==> config.mk <==
export PLATFORM = sky130hd
export DESIGN_NAME = paged_serial_host_if
export DESIGN_NICKNAME = d
export VERILOG_FILES = /design/src/rtl/psh_pkg.sv /design/src/rtl/psh_sync.sv /design/src/rtl/psh_ctrl.sv /design/src/rtl/psh_regfile.sv /design/src/rtl/paged_serial_host_if.sv
export SDC_FILE = /design/constraint.sdc
export NUM_CORES = 2
export LEC_CHECK = 0
export BUFFER_PORTS_ARGS = -buffer_cell sky130_fd_sc_hd__buf_2
export CORE_MARGIN = 8
export CORE_UTILIZATION = 40
export CTS_CLUSTER_SIZE = 16
export DETAILED_ROUTE_END_ITERATION = 16
export PLACE_DENSITY_LB_ADDON = 0.3
export SYNTH_ARGS = -nofsm -noshare
export SYNTH_HDL_FRONTEND = slang
export SYNTH_SLANG_ARGS = --single-unit
==> constraint.sdc <==
create_clock -name clk -period 12.4 [get_ports clk]
set_input_delay 0.62 -clock clk [delete_from_list [all_inputs] [get_ports clk]]
set_output_delay 0.62 -clock clk [all_outputs]
set_load 0.02 [all_outputs]
==> src/rtl/psh_pkg.sv <==
package psh_pkg;
   typedef enum logic [2:0] {
      ST_CMD,
      ST_RD_REQ,
      ST_RD_DATA,
      ST_WR_DATA,
      ST_WR_REQ
   } psh_state_e;
endpackage

==> src/rtl/psh_sync.sv <==
module psh_sync #(
   parameter int   STAGES  = 2,
   parameter logic RST_VAL = 1'b0
) (
   input  logic clk,
   input  logic rst_n,
   input  logic d,
   output logic q
);
   if (STAGES < 2) begin : g_bad_depth
      $error("psh_sync: STAGES must be at least 2");
   end

   logic [STAGES-1:0] chain_q;

   always_ff @(posedge clk or negedge rst_n) begin
      if (!rst_n) chain_q <= {STAGES{RST_VAL}};
      else        chain_q <= {chain_q[STAGES-2:0], d};
   end

   assign q = chain_q[STAGES-1];
endmodule

==> src/rtl/psh_ctrl.sv <==
module psh_ctrl
   import psh_pkg::*;
#(
   parameter int DATA_W = 24,
   parameter int ADDR_W = 5,
   parameter int PAGE_W = 7
) (
   input  logic                     clk,
   input  logic                     rst_n,
   input  logic                     cs_s,
   input  logic                     sclk_s,
   input  logic                     sdi_s,
   output logic                     bus_req,
   output logic                     bus_we,
   output logic [PAGE_W+ADDR_W-1:0] bus_addr,
   output logic [DATA_W-1:0]        bus_wdata,
   input  logic                     bus_ack,
   input  logic [DATA_W-1:0]        bus_rdata,
   output logic                     sdo_d,
   output logic                     cmd_ok
);
   localparam int CMD_W = ADDR_W + 3;
   localparam int CNT_W = $clog2(DATA_W + 1);
   localparam logic [CNT_W-1:0] LAST_CMD  = CNT_W'(CMD_W - 1);
   localparam logic [CNT_W-1:0] LAST_DATA = CNT_W'(DATA_W - 1);
   localparam logic [ADDR_W-1:0] PAGE_SLOT = '1;

   psh_state_e          state_q;
   logic [CNT_W-1:0]    cnt_q;
   logic [DATA_W-1:0]   rx_q, tx_q, rd_buf_q, wdata_q;
   logic [ADDR_W-1:0]   slot_q;
   logic [PAGE_W-1:0]   page_q;
   logic                sclk_q, loaded_q, req_q, we_q, ok_q;

   logic                rise, fall;
   logic [CMD_W-1:0]    cmd_byte;
   logic [DATA_W-1:0]   rx_next;
   logic                cmd_valid, cmd_write;
   logic [ADDR_W-1:0]   cmd_slot;

   assign rise      = sclk_s & ~sclk_q & ~cs_s;
   assign fall      = ~sclk_s & sclk_q & ~cs_s;
   assign rx_next   = {rx_q[DATA_W-2:0], sdi_s};
   assign cmd_byte  = rx_next[CMD_W-1:0];
   assign cmd_valid = ~cmd_byte[CMD_W-1] & ~cmd_byte[0];
   assign cmd_write = cmd_byte[CMD_W-2];
   assign cmd_slot  = cmd_byte[ADDR_W:1];

   always_ff @(posedge clk or negedge rst_n) begin
      if (!rst_n) begin
         state_q  <= ST_CMD;
         cnt_q    <= '0;
         rx_q     <= '0;
         tx_q     <= '0;
         rd_buf_q <= '0;
         wdata_q  <= '0;
         slot_q   <= '0;
         page_q   <= '0;
         sclk_q   <= 1'b0;
         loaded_q <= 1'b0;
         req_q    <= 1'b0;
         we_q     <= 1'b0;
         ok_q     <= 1'b1;
      end else begin
         sclk_q <= sclk_s;
         if (cs_s && !req_q) begin
            state_q  <= ST_CMD;
            cnt_q    <= '0;
            loaded_q <= 1'b0;
            tx_q     <= '0;
         end else begin
            unique case (state_q)
               ST_CMD: if (rise) begin
                  rx_q <= rx_next;
                  if (cnt_q == LAST_CMD) begin
                     cnt_q <= '0;
                     if (!cmd_valid) begin
                        ok_q <= 1'b0;
                     end else begin
                        slot_q <= cmd_slot;
                        if (cmd_write) begin
                           state_q <= ST_WR_DATA;
                        end else if (cmd_slot == PAGE_SLOT) begin
                           rd_buf_q <= '0;
                           state_q  <= ST_RD_DATA;
                        end else begin
                           req_q   <= 1'b1;
                           we_q    <= 1'b0;
                           state_q <= ST_RD_REQ;
                        end
                     end
                  end else begin
                     cnt_q <= cnt_q + 1'b1;
                  end
               end
               ST_RD_REQ: if (bus_ack) begin
                  rd_buf_q <= bus_rdata;
                  req_q    <= 1'b0;
                  state_q  <= ST_RD_DATA;
               end
               ST_RD_DATA: begin
                  if (fall) begin
                     loaded_q <= 1'b1;
                     tx_q     <= loaded_q ? (tx_q << 1) : rd_buf_q;
                  end
                  if (rise) begin
                     if (cnt_q == LAST_DATA) begin
                        cnt_q    <= '0;
                        loaded_q <= 1'b0;
                        tx_q     <= '0;
                        state_q  <= ST_CMD;
                     end else begin
                        cnt_q <= cnt_q + 1'b1;
                     end
                  end
               end
               ST_WR_DATA: if (rise) begin
                  rx_q <= rx_next;
                  if (cnt_q == LAST_DATA) begin
                     cnt_q <= '0;
                     if (slot_q == PAGE_SLOT) begin
                        page_q  <= rx_next[PAGE_W-1:0];
                        state_q <= ST_CMD;
                     end else begin
                        wdata_q <= rx_next;
                        req_q   <= 1'b1;
                        we_q    <= 1'b1;
                        state_q <= ST_WR_REQ;
                     end
                  end else begin
                     cnt_q <= cnt_q + 1'b1;
                  end
               end
               ST_WR_REQ: if (bus_ack) begin
                  req_q   <= 1'b0;
                  state_q <= ST_CMD;
               end
               default: state_q <= ST_CMD;
            endcase
         end
      end
   end

   assign bus_req   = req_q;
   assign bus_we    = we_q;
   assign bus_addr  = {page_q, slot_q};
   assign bus_wdata = wdata_q;
   assign sdo_d     = tx_q[DATA_W-1];
   assign cmd_ok    = ok_q;
endmodule

==> src/rtl/psh_regfile.sv <==
module psh_regfile #(
   parameter int DATA_W     = 24,
   parameter int ADDR_W     = 5,
   parameter int PAGE_W     = 7,
   parameter int IMPL_PAGES = 2,
   parameter bit RESET_MEM  = 1'b1
) (
   input  logic                     clk,
   input  logic                     rst_n,
   input  logic                     bus_req,
   input  logic                     bus_we,
   input  logic [PAGE_W+ADDR_W-1:0] bus_addr,
   input  logic [DATA_W-1:0]        bus_wdata,
   output logic                     bus_ack,
   output logic [DATA_W-1:0]        bus_rdata
);
   localparam int unsigned SLOTS = (2 ** ADDR_W) - 1;
   localparam int unsigned DEPTH = IMPL_PAGES * SLOTS;

   logic [PAGE_W-1:0] page;
   logic [ADDR_W-1:0] slot;
   logic              present, access;
   int unsigned       idx;
   logic [DATA_W-1:0] words [DEPTH];
   logic              ack_q;
   logic [DATA_W-1:0] rdata_q;

   assign page    = bus_addr[ADDR_W +: PAGE_W];
   assign slot    = bus_addr[ADDR_W-1:0];
   assign present = (32'(page) < IMPL_PAGES) && (slot != '1);
   assign idx     = 32'(page) * SLOTS + 32'(slot);
   assign access  = bus_req & ~ack_q;

   for (genvar w = 0; w < int'(DEPTH); w++) begin : g_word
      logic [DATA_W-1:0] word_q;
      logic              hit;
      assign hit = access & bus_we & present & (idx == unsigned'(w));
      if (RESET_MEM) begin : g_rst
         always_ff @(posedge clk or negedge rst_n) begin
            if (!rst_n)   word_q <= '0;
            else if (hit) word_q <= bus_wdata;
         end
      end else begin : g_norst
         always_ff @(posedge clk) begin
            if (hit) word_q <= bus_wdata;
         end
      end
      assign words[w] = word_q;
   end

   always_ff @(posedge clk or negedge rst_n) begin
      if (!rst_n) begin
         ack_q   <= 1'b0;
         rdata_q <= '0;
      end else begin
         ack_q <= access;
         if (access) rdata_q <= (present && !bus_we) ? words[idx] : '0;
      end
   end

   assign bus_ack   = ack_q;
   assign bus_rdata = rdata_q;
endmodule

==> src/rtl/paged_serial_host_if.sv <==
module paged_serial_host_if #(
   parameter int DATA_W      = 24,
   parameter int ADDR_W      = 5,
   parameter int PAGE_W      = 7,
   parameter int IMPL_PAGES  = 2,
   parameter int SYNC_STAGES = 2,
   parameter bit RESET_MEM   = 1'b1
) (
   input  logic clk,
   input  logic rst_n,
   input  logic cs_n,
   input  logic sclk,
   input  logic sdi,
   output logic sdo,
   output logic sdo_oe,
   output logic cmd_ok
);
   localparam int BUS_AW = PAGE_W + ADDR_W;

   if (DATA_W % 8 != 0) begin : g_chk_bytes
      $error("DATA_W must be a whole number of bytes");
   end
   if (DATA_W < ADDR_W + 3) begin : g_chk_cmd
      $error("DATA_W too narrow for the command byte");
   end
   if (IMPL_PAGES < 1 || IMPL_PAGES > 2 ** PAGE_W) begin : g_chk_pages
      $error("IMPL_PAGES out of range");
   end

   logic cs_s, sclk_s, sdi_s;
   logic bus_req, bus_we, bus_ack;
   logic [BUS_AW-1:0] bus_addr;
   logic [DATA_W-1:0] bus_wdata, bus_rdata;
   logic sdo_d;

   psh_sync #(.STAGES(SYNC_STAGES), .RST_VAL(1'b1)) u_cs_sync (
      .clk(clk), .rst_n(rst_n), .d(cs_n), .q(cs_s));
   psh_sync #(.STAGES(SYNC_STAGES), .RST_VAL(1'b0)) u_sclk_sync (
      .clk(clk), .rst_n(rst_n), .d(sclk), .q(sclk_s));
   psh_sync #(.STAGES(SYNC_STAGES), .RST_VAL(1'b0)) u_sdi_sync (
      .clk(clk), .rst_n(rst_n), .d(sdi), .q(sdi_s));

   psh_ctrl #(.DATA_W(DATA_W), .ADDR_W(ADDR_W), .PAGE_W(PAGE_W)) u_ctrl (
      .clk(clk), .rst_n(rst_n),
      .cs_s(cs_s), .sclk_s(sclk_s), .sdi_s(sdi_s),
      .bus_req(bus_req), .bus_we(bus_we), .bus_addr(bus_addr),
      .bus_wdata(bus_wdata), .bus_ack(bus_ack), .bus_rdata(bus_rdata),
      .sdo_d(sdo_d), .cmd_ok(cmd_ok));

   psh_regfile #(
      .DATA_W(DATA_W), .ADDR_W(ADDR_W), .PAGE_W(PAGE_W),
      .IMPL_PAGES(IMPL_PAGES), .RESET_MEM(RESET_MEM)
   ) u_regs (
      .clk(clk), .rst_n(rst_n),
      .bus_req(bus_req), .bus_we(bus_we), .bus_addr(bus_addr),
      .bus_wdata(bus_wdata), .bus_ack(bus_ack), .bus_rdata(bus_rdata));

   assign sdo_oe = ~cs_n;
   assign sdo    = sdo_d;
endmodule

==> results.py <==
metrics = {
    "outcome": {
        "outcome": "complete, no violations",
    },
    "layout": {
        "syn2layout_area_growth_pct": 10.26,
        "drive_gt1_share_pct": 50.14,
        "layout.cells.non_filler": 7311,
        "nets": 4714,
    },
    "grt": {
        "antenna_found_initial": 9,
        "grt_pass1_vias": 44420,
        "grtUsageTotal_pct": 18.32,
        "grt_overflow_total": 0,
        "grt_max_degree": 182,
        "grt_pass1_wl_mm": 288.6,
    },
    "sta": {
        "hold-worst-slack_ns": 0.3426,
        "hold_violations": 0,
        "fin_crit_sh_pct": 47.34,
        "tns_ns": 0,
        "finClkSkew_ns": 0.03961,
        "post-route-min-period_ns": 5.870,
        "rsz0062_at_grt": "no",
        "final-setup-viol-count": 0,
        "slew_violations": 0,
        "fmax_mhz": 170.4,
        "worst_pin_slew_ns": 1.061,
        "max-slew-margin-rel_pct": 29.07,
    },
    "worst_setup_path": {
        "critical_path_class": "flip-flop to flip-flop",
        "endpoint_kind": "flip-flop",
        "required_ns": 13.08,
        "cp_cell_sequence": "fa_1 -> ha_1 -> inv_1 -> fa_1 -> inv_1 -> fa_2 -> buf_4 -> inv_8 -> buf_4 -> nand4_1 -> nor2_1 -> nand4_4 -> mux2_2",
        "path_buf_inv": 5,
        "slowest_stage": "nor2_1",
        "crit_arrival_ns": 6.55,
        "crit_family": "adder cells",
        "crit_path_start_kind": "flip-flop",
        "critPathMaxFanout": 42,
        "max_stage_delay_ns": 0.73,
    },
    "die": {
        "io_pins": 8,
        "die_y_um": 451.5,
        "start_util_pct": 40.05,
        "die-area_mm2": 0.2038,
        "rows": 160,
        "die_w_um": 451.5,
        "fp.coreArea_mm2": 0.1894,
    },
    "clock_network": {
        "cts_num_sinks": 1639,
        "cts_resized": 0,
        "htreeDepth": 4,
        "cts_buffer_depth": 3,
        "root_buffer": "clkbuf_16",
        "cts_setup_buffers": 0,
        "postCtsHoldBufs": 4,
        "cts_tree": "built",
        "cts_buffers": 171,
        "insertion_delay_ns": 0.83,
        "path_clk_slew_ns": 0.06,
    },
    "power_and_ir_drop": {
        "leakagePower_nw": 38.78,
        "peakVddDrop_uv": 130.5,
        "power_density_mw_per_mm2": 128.0,
    },
    "drt": {
        "vias_per_cell": 5.669,
        "wl_mm": 186.0,
        "first_pass_iters": 5,
        "drcViolationCount": 0,
        "wl_per_cell_um": 25.44,
        "vias": 41440,
        "ant_nets": 0,
        "drt-initial-drc-count": 2678,
    },
    "synthesis": {
        "ys_top_cells_by_area": "dfrtp_1, mux2_2, mux4_2, clkbuf_1, mux2_1",
        "synth.top_cells.by_count": "dfrtp_1, mux2_2, mux4_2",
        "synth-seq-cells": 1639,
        "ys.flop_type": "dfrtp_1",
        "syn_inst": 4825,
        "yosys.cell_count.top_type": "dfrtp_1",
        "synth.top_cell.area_share_pct": 53.98,
        "synth_area_mm2": 0.07585,
        "syn_area_per_cell_um2": 15.72,
        "synth_cell_types": 65,
        "synth_warnings": 0,
        "synth_edf_count": 0,
        "synth_area_leader_cell": "dfrtp_1",
        "async_reset_ff_share_pct": 100.0,
        "syn_nets": 4880,
        "seq_area_frac_synth_pct": 54.08,
    },
    "flow_run": {
        "drv_cap": 0,
    },
    "placed_design": {
        "dp.cells": 6993,
        "dp_hpwl_mm": 105.1,
        "portBuffers": 7,
        "gp_congestion": 0.7773,
    },
    "worst_hold_path": {
        "hold_path.class": "input pin to asynchronous set/reset pin",
    },
}
==> registers in the layout, summed over array words and instances, names as in the netlist, 3 cells and up <==
name	count
u_ctrl.state_q	3
u_regs.bus_rdata	24
u_ctrl.bus_wdata	24
u_ctrl.rd_buf_q	24
u_ctrl.page_q	7
u_ctrl.slot_q	5
u_ctrl.cnt_q	5
u_ctrl.rx_q	23
u_ctrl.tx_q	24
u_regs.g_word.word_q	1488
==> report_power, final <==
| part | internal (mW) | leakage, nW | total (mW) | switching [mW] |
|---|---|---|---|---|
| registers | 5.36 | 22.8 | 5.38 | 0.0185 |
| clock network | 3.03 | 2.80 | 5.19 | 2.15 |
| logic | 0.0191 | 13.1 | 0.135 | 0.116 |
==> final timing paths <==
check / from / to / slack (ns) / depth (start not counted)
max reg2reg: u_ctrl.page_q[2] / u_regs.g_word[54].word_q[4] / 6.53 / 13
max: u_ctrl.page_q[2] / u_regs.g_word[54].word_q[4] / 6.53 / 13
max in group asynchronous: rst_n / u_regs.g_word[32].word_q[8] / 9.01 / 5
min reg2reg: u_sclk_sync.chain_q[0] / u_sclk_sync.chain_q[1] / 0.35 / 0
min: rst_n / u_regs.g_word[16].word_q[13] / 0.34 / 2
min in group clk: u_sclk_sync.chain_q[0] / u_sclk_sync.chain_q[1] / 0.35 / 0
==> cells in the final DEF, fill, tap and decap left out, drive strengths merged, types with 7 or more instances in the layout <==
cell type,n
clkbuf,262
nor3,12
bufinv,9
ha,30
clkinv,23
o21ai,72
mux2i,49
o211ai,25
a22oi,23
nand2b,7
nor4,28
and2,26
a211oi,51
a21oi,65
dfrtp,1636
nor2,57
fa,20
inv,79
nand4,44
diode,7
nand2,85
buf,124
nand3,36
mux4,432
mux2,1539
==> metal layers <==
layer	wire, um	global-route usage, %	vias up
met5	0	0	-
met4	6535	6.611	0
met3	7555	2.785	262
met2	86890	28.98	805
met1	85000	25.82	22780
li1	-	-	17600
==> metrics by stage <==
step,cell area (um^2),total power [mW],setup WS (ns),util (%)
after global placement,77880,5.617,6.553,41.12
after global routing,83610,11.07,6.222,44.15
final,83630,10.70,6.530,44.16
after floorplan,75850,5.491,7.683,-
after CTS,83610,10.84,6.503,44.15
after detailed placement,77880,5.621,6.551,41.12
==> cells by family after synthesis <==
group,after synthesis,share of synthesized area (%)
flip-flops,1639,54.08
AND/OR/NAND/NOR,314,3.020
multiplexers,2020,36.32
XOR/XNOR,6,0.08910
adder cells (fa/ha/maj),50,1.023
AO/OA/AOI/OAI,260,2.150
buffers and inverters,536,3.314
==> final cells by class <==
class                           instances  area (um^2)
Fill cell                           16800       105800
Sequential cell                      1639        41050
Multi-Input combinational cell       2650        32410
Clock buffer                          262         5115
Tap cell                             2511         3142
Timing Repair Buffer                  128         1056
Clock inverter                         45        574.3
Inverter                               69        266.5
Antenna cell                            7        17.52
No activity file was read; power rests on OpenSTA's default activity.
